`src/rtl/serial_port_pkg.sv`:
```
package serial_port_pkg;

    typedef enum logic [1:0] {TX_IDLE, TX_START, TX_DATA, TX_STOP} tx_state_t;
    typedef enum logic [1:0] {RX_IDLE, RX_HUNT, RX_DATA, RX_STOP} rx_state_t;

    localparam logic [7:0] OFS_CTRL  = 8'h00;
    localparam logic [7:0] OFS_CTRL3 = 8'h08;
    localparam logic [7:0] OFS_DIV   = 8'h0C;
    localparam logic [7:0] OFS_STAT  = 8'h1C;
    localparam logic [7:0] OFS_CLR   = 8'h20;
    localparam logic [7:0] OFS_RXD   = 8'h24;
    localparam logic [7:0] OFS_TXD   = 8'h28;

    localparam int B_EN     = 0;
    localparam int B_RE     = 2;
    localparam int B_TE     = 3;
    localparam int B_RXIE   = 5;
    localparam int B_TXIE   = 7;
    localparam int B_OVRDIS = 12;

    localparam int S_ORE  = 3;
    localparam int S_RXNE = 5;
    localparam int S_TXE  = 7;
    localparam int S_TACK = 21;
    localparam int S_RACK = 22;

endpackage

```
`src/rtl/sp_baud.sv`:
```
module sp_baud #(
    parameter int DIV_W    = 16,
    parameter int OSR_LOG2 = 4
) (
    input  logic             clk,
    input  logic             rst_n,
    input  logic             restart,
    input  logic [DIV_W-1:0] div_in,
    output logic             tick
);
    localparam int PW = DIV_W - OSR_LOG2;

    logic [PW-1:0] period_q;
    logic [PW-1:0] cnt_q;
    logic [PW-1:0] period_new;
    logic          unused_frac;

    assign unused_frac = ^div_in[OSR_LOG2-1:0];
    assign period_new  = (div_in[DIV_W-1:OSR_LOG2] == '0) ? PW'(1) : div_in[DIV_W-1:OSR_LOG2];

    always_ff @(posedge clk) begin
        if (!rst_n) begin
            period_q <= PW'(1);
            cnt_q    <= '0;
        end else if (restart) begin
            period_q <= period_new;
            cnt_q    <= '0;
        end else if (cnt_q == period_q - PW'(1)) begin
            cnt_q <= '0;
        end else begin
            cnt_q <= cnt_q + PW'(1);
        end
    end

    assign tick = !restart && (cnt_q == period_q - PW'(1));

endmodule

```
`src/rtl/sp_tx.sv`:
```
module sp_tx import serial_port_pkg::*; #(
    parameter int CHAR_W   = 8,
    parameter int DIV_W    = 16,
    parameter int OSR_LOG2 = 4
) (
    input  logic              clk,
    input  logic              rst_n,
    input  logic              active,
    input  logic              load,
    input  logic [CHAR_W-1:0] load_data,
    input  logic [DIV_W-1:0]  div,
    output logic              txd,
    output logic              idle
);
    localparam int IDX_W = $clog2(CHAR_W);
    localparam int CNT_W = OSR_LOG2;
    localparam logic [CNT_W-1:0] LAST_TICK = {CNT_W{1'b1}};
    localparam logic [IDX_W-1:0] LAST_BIT  = IDX_W'(CHAR_W - 1);

    tx_state_t         state_q, state_d;
    logic [CHAR_W-1:0] shift_q;
    logic [IDX_W-1:0]  bit_q;
    logic [CNT_W-1:0]  tcnt_q;
    logic              tick;
    logic              bit_end;

    sp_baud #(.DIV_W(DIV_W), .OSR_LOG2(OSR_LOG2)) u_baud (
        .clk     (clk),
        .rst_n   (rst_n),
        .restart (load),
        .div_in  (div),
        .tick    (tick)
    );

    assign bit_end = tick && (tcnt_q == LAST_TICK);

    always_ff @(posedge clk) begin
        if (!rst_n) state_q <= TX_IDLE;
        else        state_q <= state_d;
    end

    always_comb begin
        state_d = state_q;
        unique case (state_q)
            TX_IDLE:  if (load)                         state_d = TX_START;
            TX_START: if (bit_end)                      state_d = TX_DATA;
            TX_DATA:  if (bit_end && bit_q == LAST_BIT) state_d = TX_STOP;
            TX_STOP:  if (bit_end)                      state_d = TX_IDLE;
        endcase
        if (!active) state_d = TX_IDLE;
    end

    always_ff @(posedge clk) begin
        if (!rst_n) begin
            shift_q <= '0;
            bit_q   <= '0;
            tcnt_q  <= '0;
        end else if (load) begin
            shift_q <= load_data;
            bit_q   <= '0;
            tcnt_q  <= '0;
        end else if (tick) begin
            tcnt_q <= tcnt_q + CNT_W'(1);
            if (bit_end && state_q == TX_DATA) begin
                shift_q <= shift_q >> 1;
                bit_q   <= bit_q + IDX_W'(1);
            end
        end
    end

    always_comb begin
        unique case (state_q)
            TX_IDLE:  txd = 1'b1;
            TX_START: txd = 1'b0;
            TX_DATA:  txd = shift_q[0];
            TX_STOP:  txd = 1'b1;
        endcase
    end

    assign idle = (state_q == TX_IDLE);

endmodule

```
`src/rtl/sp_rx.sv`:
```
module sp_rx import serial_port_pkg::*; #(
    parameter int CHAR_W   = 8,
    parameter int DIV_W    = 16,
    parameter int OSR_LOG2 = 4
) (
    input  logic              clk,
    input  logic              rst_n,
    input  logic              active,
    input  logic              rxd,
    input  logic [DIV_W-1:0]  div,
    output logic              done,
    output logic [CHAR_W-1:0] data
);
    localparam int IDX_W = $clog2(CHAR_W);
    localparam int CNT_W = OSR_LOG2;
    localparam logic [CNT_W-1:0] LAST_TICK = {CNT_W{1'b1}};
    localparam logic [CNT_W-1:0] MID_TICK  = CNT_W'((1 << (OSR_LOG2 - 1)) - 1);
    localparam logic [IDX_W-1:0] LAST_BIT  = IDX_W'(CHAR_W - 1);

    rx_state_t         state_q, state_d;
    logic              sync1_q, sync2_q, prev_q;
    logic [CHAR_W-1:0] shift_q;
    logic [IDX_W-1:0]  bit_q;
    logic [CNT_W-1:0]  tcnt_q;
    logic              done_q;
    logic              tick;
    logic              fall;
    logic              restart;
    logic              mid_start;
    logic              bit_end;

    assign fall      = prev_q && !sync2_q;
    assign restart   = (state_q == RX_IDLE) && active && fall;
    assign mid_start = tick && (tcnt_q == MID_TICK);
    assign bit_end   = tick && (tcnt_q == LAST_TICK);

    sp_baud #(.DIV_W(DIV_W), .OSR_LOG2(OSR_LOG2)) u_baud (
        .clk     (clk),
        .rst_n   (rst_n),
        .restart (restart),
        .div_in  (div),
        .tick    (tick)
    );

    always_ff @(posedge clk) begin
        if (!rst_n) begin
            sync1_q <= 1'b1;
            sync2_q <= 1'b1;
            prev_q  <= 1'b1;
        end else begin
            sync1_q <= rxd;
            sync2_q <= sync1_q;
            prev_q  <= sync2_q;
        end
    end

    always_ff @(posedge clk) begin
        if (!rst_n) state_q <= RX_IDLE;
        else        state_q <= state_d;
    end

    always_comb begin
        state_d = state_q;
        unique case (state_q)
            RX_IDLE: if (restart)   state_d = RX_HUNT;
            RX_HUNT: if (mid_start) state_d = sync2_q ? RX_IDLE : RX_DATA;
            RX_DATA: if (bit_end && bit_q == LAST_BIT) state_d = RX_STOP;
            RX_STOP: if (bit_end)   state_d = RX_IDLE;
        endcase
        if (!active) state_d = RX_IDLE;
    end

    always_ff @(posedge clk) begin
        if (!rst_n) begin
            shift_q <= '0;
            bit_q   <= '0;
            tcnt_q  <= '0;
            done_q  <= 1'b0;
        end else begin
            done_q <= active && (state_q == RX_STOP) && bit_end && sync2_q;
            if (restart) begin
                bit_q  <= '0;
                tcnt_q <= '0;
            end else if (tick) begin
                if (state_q == RX_HUNT && mid_start) tcnt_q <= '0;
                else                                  tcnt_q <= tcnt_q + CNT_W'(1);
                if (state_q == RX_DATA && bit_end) begin
                    shift_q <= {sync2_q, shift_q[CHAR_W-1:1]};
                    bit_q   <= bit_q + IDX_W'(1);
                end
            end
        end
    end

    assign done = done_q;
    assign data = shift_q;

endmodule

```
`src/rtl/serial_port_ctrl.sv`:
```
module serial_port_ctrl import serial_port_pkg::*; #(
    parameter int ADDR_W   = 8,
    parameter int DATA_W   = 32,
    parameter int DIV_W    = 16,
    parameter int CHAR_W   = 8,
    parameter int HOLD_W   = 9,
    parameter int OSR_LOG2 = 4
) (
    input  logic              clk,
    input  logic              rst_n,
    input  logic              bus_sel,
    input  logic              bus_wr,
    input  logic [ADDR_W-1:0] bus_addr,
    input  logic [DATA_W-1:0] bus_wdata,
    output logic [DATA_W-1:0] bus_rdata,
    input  logic              rxd,
    output logic              txd,
    output logic              irq
);
    localparam logic [ADDR_W-1:0] A_CTRL  = ADDR_W'(OFS_CTRL);
    localparam logic [ADDR_W-1:0] A_CTRL3 = ADDR_W'(OFS_CTRL3);
    localparam logic [ADDR_W-1:0] A_DIV   = ADDR_W'(OFS_DIV);
    localparam logic [ADDR_W-1:0] A_STAT  = ADDR_W'(OFS_STAT);
    localparam logic [ADDR_W-1:0] A_CLR   = ADDR_W'(OFS_CLR);
    localparam logic [ADDR_W-1:0] A_RXD   = ADDR_W'(OFS_RXD);
    localparam logic [ADDR_W-1:0] A_TXD   = ADDR_W'(OFS_TXD);

    logic              ctrl_en, ctrl_re, ctrl_te, ctrl_rxie, ctrl_txie;
    logic              ovr_dis;
    logic [DIV_W-1:0]  div_q;
    logic [HOLD_W-1:0] tdr_q;
    logic [CHAR_W-1:0] rdr_q;
    logic              rxne, txe, ore;

    logic              wr, rd;
    logic              tdr_wr, rdr_rd, clr_ore;
    logic              tx_active, rx_active;
    logic              tx_idle, tx_load;
    logic              rx_done;
    logic [CHAR_W-1:0] rx_data;
    logic              ovr_evt;
    logic              unused_wdata;

    assign unused_wdata = ^bus_wdata[DATA_W-1:DIV_W];

    assign wr      = bus_sel && bus_wr;
    assign rd      = bus_sel && !bus_wr;
    assign tdr_wr  = wr && (bus_addr == A_TXD);
    assign rdr_rd  = rd && (bus_addr == A_RXD);
    assign clr_ore = wr && (bus_addr == A_CLR) && bus_wdata[S_ORE];

    assign tx_active = ctrl_en && ctrl_te;
    assign rx_active = ctrl_en && ctrl_re;
    assign tx_load   = tx_active && tx_idle && !txe;
    assign ovr_evt   = rx_done && rxne && !ovr_dis && !rdr_rd;

    sp_tx #(.CHAR_W(CHAR_W), .DIV_W(DIV_W), .OSR_LOG2(OSR_LOG2)) u_tx (
        .clk       (clk),
        .rst_n     (rst_n),
        .active    (tx_active),
        .load      (tx_load),
        .load_data (tdr_q[CHAR_W-1:0]),
        .div       (div_q),
        .txd       (txd),
        .idle      (tx_idle)
    );

    sp_rx #(.CHAR_W(CHAR_W), .DIV_W(DIV_W), .OSR_LOG2(OSR_LOG2)) u_rx (
        .clk    (clk),
        .rst_n  (rst_n),
        .active (rx_active),
        .rxd    (rxd),
        .div    (div_q),
        .done   (rx_done),
        .data   (rx_data)
    );

    // Configuration registers
    always_ff @(posedge clk) begin
        if (!rst_n) begin
            ctrl_en   <= 1'b0;
            ctrl_re   <= 1'b0;
            ctrl_te   <= 1'b0;
            ctrl_rxie <= 1'b0;
            ctrl_txie <= 1'b0;
            ovr_dis   <= 1'b0;
            div_q     <= '0;
            tdr_q     <= '0;
        end else if (wr) begin
            unique case (bus_addr)
                A_CTRL: begin
                    ctrl_en   <= bus_wdata[B_EN];
                    ctrl_re   <= bus_wdata[B_RE];
                    ctrl_te   <= bus_wdata[B_TE];
                    ctrl_rxie <= bus_wdata[B_RXIE];
                    ctrl_txie <= bus_wdata[B_TXIE];
                end
                A_CTRL3: ovr_dis <= bus_wdata[B_OVRDIS];
                A_DIV:   div_q   <= bus_wdata[DIV_W-1:0];
                A_TXD:   tdr_q   <= bus_wdata[HOLD_W-1:0];
                default: ;
            endcase
        end
    end

    // Status flags: a write of the holding register beats the load; a finished frame beats a read
    always_ff @(posedge clk) begin
        if (!rst_n) begin
            txe   <= 1'b1;
            rxne  <= 1'b0;
            ore   <= 1'b0;
            rdr_q <= '0;
        end else begin
            if (tdr_wr)       txe <= 1'b0;
            else if (tx_load) txe <= 1'b1;

            if (rx_done) begin
                if (!rxne || ovr_dis || rdr_rd) begin
                    rdr_q <= rx_data;
                    rxne  <= 1'b1;
                end
            end else if (rdr_rd) begin
                rxne <= 1'b0;
            end

            if (ovr_evt)      ore <= 1'b1;
            else if (clr_ore) ore <= 1'b0;
        end
    end

    always_comb begin
        bus_rdata = '0;
        unique case (bus_addr)
            A_CTRL: begin
                bus_rdata[B_EN]   = ctrl_en;
                bus_rdata[B_RE]   = ctrl_re;
                bus_rdata[B_TE]   = ctrl_te;
                bus_rdata[B_RXIE] = ctrl_rxie;
                bus_rdata[B_TXIE] = ctrl_txie;
            end
            A_CTRL3: bus_rdata[B_OVRDIS] = ovr_dis;
            A_DIV:   bus_rdata[DIV_W-1:0] = div_q;
            A_STAT: begin
                bus_rdata[S_ORE]  = ore;
                bus_rdata[S_RXNE] = rxne;
                bus_rdata[S_TXE]  = txe;
                bus_rdata[S_TACK] = ctrl_te;
                bus_rdata[S_RACK] = ctrl_re;
            end
            A_RXD:   bus_rdata[CHAR_W-1:0] = rdr_q;
            A_TXD:   bus_rdata[HOLD_W-1:0] = tdr_q;
            default: ;
        endcase
    end

    assign irq = (rxne && ctrl_rxie) || (txe && ctrl_txie);

endmodule

```
`config.mk`:
```
export PLATFORM = sky130hd
export DESIGN_NAME = serial_port_ctrl
export DESIGN_NICKNAME = d
export VERILOG_FILES = /design/src/rtl/serial_port_pkg.sv /design/src/rtl/sp_baud.sv /design/src/rtl/sp_tx.sv /design/src/rtl/sp_rx.sv /design/src/rtl/serial_port_ctrl.sv
export SDC_FILE = /design/constraint.sdc
export NUM_CORES = 1
export LEC_CHECK = 0
export ABC_AREA = 1
export BUFFER_PORTS_ARGS = -buffer_cell sky130_fd_sc_hd__buf_4
export CAP_MARGIN = 20
export CORE_ASPECT_RATIO = 0.9
export CORE_MARGIN = 2
export CORE_UTILIZATION = 41
export DETAILED_ROUTE_END_ITERATION = 6
export GPL_ROUTABILITY_DRIVEN = 0
export GPL_TIMING_DRIVEN = 0
export SYNTH_ARGS = -nofsm -noshare
export SYNTH_HDL_FRONTEND = slang
export SYNTH_HIERARCHICAL = 1
export SYNTH_SLANG_ARGS = --single-unit
```
`constraint.sdc`:
```
create_clock -name clk -period 6 [get_ports clk]
set_input_delay 0.3 -clock clk [delete_from_list [all_inputs] [get_ports clk]]
set_output_delay 0.3 -clock clk [all_outputs]
set_load 0.005 [all_outputs]
```
## Word-level counts from Yosys, hierarchy flattened

Index checks and enable logic that the tools add are counted.
Widths: inputs -> output; s select.

- Memory bits (read-only): 0
- Word-level logic and storage cells: 173
- Latch bits: 0
- Memories kept: 0
- Flip-flop bits (word level): 128
- Input port bits: 45
- Memory bits (writable): 0
- Output and inout port bits: 34

- Equal/unequal tests: 28
- Shift operators: 0
- Reduce and logical (&&, ||, !) cells: 70
- Magnitude comparators: 0
- Multiplexer cells: 37
- $mul: 0
- Bitwise operators: 2
- Add/subtract/negate cells: 8
- Divide/modulo/power cells: 0

Operator list:

| cell | count |
|---|---|
| $logic_and 1x1->1 | 31 |
| $add 12x1->12 const B | 2 |
| $eq 12x12->1 | 2 |
| $eq 8x6->1 const B | 3 |
| $mux 8 | 3 |
| $sub 12x1->12 const B | 2 |
| $reduce_and 2->1 | 11 |
| $mux 2 | 10 |
| $eq 8x4->1 const B | 2 |
| $pmux 2 s4 | 2 |
| $pmux 1 s5 | 3 |
| $ne 2x1->1 const B | 7 |
| $logic_not 12->1 | 1 |
| $mux 12 | 1 |
| $pmux 1 s3 | 4 |
| $reduce_bool 2->1 | 5 |
| $add 4x1->4 const B | 2 |
| $eq 2x2->1 const B | 4 |
| $eq 4x4->1 const B | 2 |
| $eq 8x5->1 const B | 1 |
| $logic_not 1->1 | 8 |
| $logic_not 8->1 | 1 |
| $pmux 1 s4 | 2 |
| $reduce_and 4->1 | 2 |
| 15 further kinds | 34 |

## Longest topological paths before layout

- Depth in word-level cells: 10
- Gate-level depth with buffers: 20
- Mapped depth without buffers: 20

## Modules after synthesis

Netlist, hierarchy kept.

By module, submodules not included:

| module | times used | cells each | sequential area each (µm²) | area each (µm²) |
|---|---|---|---|---|
| sp_baud | 2 | 214 | 480.5 | 1485.2 |
| serial_port_ctrl | 1 | 329 | 840.8 | 2260.9 |
| sp_tx | 1 | 123 | 340.3 | 933.4 |
| sp_rx | 1 | 118 | 420.4 | 908.4 |

## Least setup slack after synthesis

No wires, ideal clock.

- Path type: reg-to-reg
- From: reg u_tx.u_baud.period_q[0]
- To: reg u_tx.shift_q[6]
- Buffers on the path: 1
- Cell stages (with the launch flop): 21
- Clock period less this slack: 2.292 ns
- Path slack: 3.708 ns
- Data required time: 5.891 ns
- Data arrival time: 2.184 ns
- Setup time: 0.109 ns
- Cells stage by stage: dfxtp_1 inv_2 ha_1 inv_1 nand2_1 nand2_1 nor2_1 nand2_1 nor2_1 nand3_1 nor2_2 nand3_2 nor2_1 nand2_2 nor2_4 nand2_4 buf_6 clkinv_4 o21ai_1 nand2_1 inv_1

- Longest elaborated chain between the ends: 7
- Elaborated cells between the ends (all ways): 8
- Classes of those cells: 1 x add/sub; 1 x eq/ne; 6 x reduce/logical

Ends and longest elaborated chain:

| element | line | text |
|---|---|---|
| from (decl) | sp_baud.sv:13 | `logic [PW-1:0] period_q;` |
| from (signal assigned) | sp_baud.sv:26 | `period_q <= period_new;` |
| $sub 12x1->12 * | sp_baud.sv:35 | `assign tick = !restart && (cnt_q == period_q - PW'(1));` |
| $eq 12x12->1 * | sp_baud.sv:35 |  |
| $logic_and 1x1->1 * | sp_baud.sv:35 |  |
| named net u_tx.tick | sp_tx.sv:24 | `logic tick;` |
| $logic_and 1x1->1 | sp_tx.sv:35 | `assign bit_end = tick && (tcnt_q == LAST_TICK);` |
| $logic_and 1x1->1 | sp_tx.sv:64 | `if (bit_end && state_q == TX_DATA) begin` |
| $reduce_bool 2->1 (no line) | n/a |  |
| $reduce_and 2->1 (no line) * | n/a |  |
| to (signal assigned) | sp_tx.sv:59 | `shift_q <= load_data;` |
| to (signal assigned) | sp_tx.sv:65 | `shift_q <= shift_q >> 1;` |
| to (decl) | sp_tx.sv:21 | `logic [CHAR_W-1:0] shift_q;` |

Mark *: on every way through the listed nets, which the timed path passes. The rest lies on a longest branch.
A chain may end at the register's enable or synchronous reset.

## Worst setup path after layout

Same ends and word-level chain as after synthesis.

==> flow_metrics.env <==
export IMPL_status="complete, no violations"
export IMPL_rsz0062_at_grt="false"
export IMPL_cts_root_buf="clkbuf_16"
export IMPL_path_max_fanout=10
export IMPL_antenna_found_initial=0
export IMPL_drt_iter0_drc=401
export IMPL_r2r_cells=20
export IMPL_placementRows=45
export IMPL_synth_xor_area_frac=0.0419
export IMPL_syn_to_final_growth_pct=18.2
export IMPL_die_w_um=142
export IMPL_slew_violations=0
export IMPL_grt_pass1_wl_um=27400
export IMPL_slew_headroom=0.612
export IMPL_avgViaCountPerCell=4.75
export IMPL_internal_power_mw=1.56
export IMPL_die_area_um2=18300
export IMPL_cts_setup_buffers=0
export IMPL_n_antenna_cell=0
export IMPL_routed_wl_um=16200
export IMPL_clkTransAtPathRegs_ns=0.06
export IMPL_final_nets=1139
export IMPL_startpoint_type="flip-flop"
export IMPL_postLayoutCoreUtil=0.495
export IMPL_cts_max_path_buffers=2
export IMPL_p_sw_uw=446
export IMPL_antenna_left=0
export IMPL_power_density_nw_per_um2=240
export IMPL_fmax_ghz=0.366
export IMPL_synthCells=998
export IMPL_yosys_warnings=6
export IMPL_clk_latency_ns=0.42
export IMPL_cp_startpoint="u_tx/u_baud/period_q[0]"
export IMPL_vias=6180
export IMPL_p_leak_nw=3.58
export IMPL_core_area_um2=16900
export IMPL_cts_htree_levels=4
export IMPL_crit_path_end="u_tx/shift_q[6]"
export IMPL_yosysUniqueCellTypes=43
export IMPL_cts_sinks=128
export IMPL_cts_resized=0
export IMPL_path_class="reg -> reg"
export IMPL_start_util=0.419
export IMPL_use_met3=0.0432
export IMPL_setup_tns_ns=0
export IMPL_grt_max_degree=17
export IMPL_cp_required_ns=6.32
export IMPL_finClkSkew_ns=0.00923
export IMPL_r2r_setup_slack_ns=3.27
export IMPL_overflow=0
export IMPL_ios=79
export IMPL_final_hold_violation_count=0
export IMPL_synth_top_family_by_area="simple AND/OR/NAND/NOR gates"
export IMPL_netlist_area_um2=7070
export IMPL_fin_crit_ns=2.73
export IMPL_grt_use_total=0.187
export IMPL_switching_share=0.223
export IMPL_min_path_type="in -> reg"
export IMPL_first_pass_iters=5
export IMPL_yosysSeqAreaShare=0.362
export IMPL_period_share=0.455
export IMPL_use_met1=0.270
export IMPL_max_slew_worst_pin_slew_ns=0.580
export IMPL_layout_drive_gt1_share=0.211
export IMPL_cts_made_buffers=17
export IMPL_io_buffers=48
export IMPL_setup_viol=0
export IMPL_p_comb_frac=0.037
export IMPL_drc=0
export IMPL_use_met2=0.279
export IMPL_grt_pass1_vias=5679
export IMPL_holdBufCountCts=0
export IMPL_seqPwrFrac=0.428
export IMPL_peakVddDrop_mv=0.170
export IMPL_synth_simple_area_share=0.353
export IMPL_busiest_layer="met2"
export IMPL_power_total_mw=2.00
export IMPL_dieHeight_um=129
export IMPL_synthMuxAreaShare=0.00478
export IMPL_cap_violations=0
export IMPL_clockPowerShare=0.536
export IMPL_regToRegStartpoint="u_tx/u_baud/period_q[0]"
export IMPL_r2r_end="u_tx/shift_q[6]"
export IMPL_route_detailed_wl_per_inst_um=12.5
export IMPL_cts_tree="done"
export IMPL_dpl_hpwl_um=12300
export IMPL_synthAdderAreaFrac=0.0283
export IMPL_ys_seq_elements=128
export IMPL_synth_compound_area_frac=0.0953
export IMPL_arrival_ns=3.06
export IMPL_end_kind="flip-flop"
export IMPL_synth_area_per_cell_um2=7.09
Yosys cell counts:
master,number,share of area
inv_2,12,0.0064
clkinv_1,2,0.0011
nor2_4,4,0.0064
a21oi_2,8,0.0099
a22o_1,1,0.0012
nand4_1,15,0.013
buf_6,8,0.013
nand3_4,1,0.0025
buf_2,8,0.0057
buf_12,1,0.0028
buf_4,16,0.017
xor2_2,1,0.0023
o211ai_1,3,0.0032
o21bai_2,1,0.0016
dfxtp_1,128,0.36
xnor2_1,15,0.019
nand3_1,68,0.048
a31oi_1,4,0.0035
nor2_1,128,0.068
nand2_1,206,0.11
nor3_1,8,0.0057
nor4_1,2,0.0018
nand2_4,5,0.0080
mux2_2,3,0.0048
ha_1,16,0.028
or2_2,2,0.0018
buf_1,1,0.00053
o22ai_1,4,0.0035
a21oi_1,36,0.025
inv_1,122,0.065
nor2_2,45,0.040
nand2_2,12,0.011
nand3b_1,6,0.0064
nand3_2,11,0.016
nor3_2,5,0.0071
clkbuf_1,4,0.0021
o21ai_1,32,0.023
conb_1,1,0.00053
xor2_1,17,0.021
o21ai_0,29,0.021
o21ai_2,3,0.0037
nor2_8,3,0.0085
clkinv_4,1,0.0012
registers in the layout (all words and copies together), names as in the netlist, 8 cells and up, named ones only:
name / cells
u_tx/u_baud/period_q: 12
u_rx/data: 8
rdr_q: 8
u_rx/u_baud/cnt_q: 12
tdr_q: 9
u_tx/shift_q: 8
u_rx/u_baud/period_q: 12
u_tx/u_baud/cnt_q: 12
div_q: 16
cell families after synthesis:
logic type	count (synthesis)
XOR/XNOR	33
other	1
AND/OR/NAND/NOR	521
AO/OA/AOI/OAI	121
adder cells (fa/ha/maj)	16
multiplexers	3
flip-flops	128
buffers and inverters	175
layer usage:
| metal | share of wire | vias to the layer above |
|---|---|---|
| li1 | - | 3289 |
| met2 | 0.41 | 140 |
| met4 | 0.011 | 0 |
| met1 | 0.52 | 2738 |
| met5 | 0 | - |
| met3 | 0.055 | 13 |
critical path: stages, from the launching register on:
cell	delay [ns]
dfxtp_1	0.41
inv_2	0.09
ha_1	0.30
inv_1	0.04
nand2_1	0.05
nand2_1	0.04
nor2_1	0.12
nand2_1	0.06
nor2_1	0.13
nand3_1	0.11
nor2_2	0.13
nand3_2	0.10
nor2_1	0.31
nand2_2	0.14
nor2_4	0.16
nand2_4	0.07
buf_6	0.15
clkinv_4	0.06
o21ai_1	0.06
nand2_1	0.05
inv_1	0.03
through the flow:
step                cells  cell area [um^2]  setup WS [ns]  hold WS (ns)
CTS                  1302              8360           3.26        0.0481
finish               1302              8360           3.27        0.0643
global placement     1270              7750           3.31         0.407
floorplan            1011              7120           3.71         0.392
detailed placement   1270              7750           3.28         0.405
global route         1302              8360           2.96        0.0601
cell type report:
cell class | count | area (um^2)
Clock buffer | 19 | 453
Multi-Input combinational cell | 708 | 3750
Timing Repair Buffer | 48 | 360
Sequential cell | 128 | 2560
Buffer | 38 | 289
Fill cell | 1712 | 8530
Clock inverter | 13 | 163
Inverter | 137 | 519
Tap cell | 211 | 264
layout by cell type (no fill, tap or decap), types with 14 or more instances in the layout:
| cell type | n |
|---|---|
| a21oi_1 | 36 |
| buf_4 | 64 |
| clkbuf_16 | 17 |
| conb_1 | 14 |
| dfxtp_1 | 128 |
| ha_1 | 16 |
| inv_1 | 122 |
| nand2_1 | 206 |
| nand3_1 | 68 |
| nand4_1 | 15 |
| nor2_1 | 128 |
| nor2_2 | 45 |
| o21ai_0 | 29 |
| o21ai_1 | 32 |
| xnor2_1 | 15 |
| xor2_1 | 17 |
power by group through the flow:
stage / combinational, mW / clock [mW] / sequential (mW)
floorplan: 0.0429 / 0 / 0.876
global placement: 0.0730 / 0 / 0.876
detailed placement: 0.0725 / 0 / 0.876
CTS: 0.0729 / 1.09 / 0.858
global route: 0.0826 / 1.13 / 0.858
finish: 0.0734 / 1.07 / 0.858
how the worst min path moves through the flow:
stage / from / to / cells past startpoint
floorplan: u_rx/sync1_q / u_rx/sync2_q / 1
global placement: u_rx/sync1_q / u_rx/sync2_q / 1
detailed placement: u_rx/sync1_q / u_rx/sync2_q / 1
CTS: rxd / u_rx/sync1_q / 2
global route: rxd / u_rx/sync1_q / 2
finish: rxd / u_rx/sync1_q / 2
Note: power is estimated with default switching activity, not from simulation.
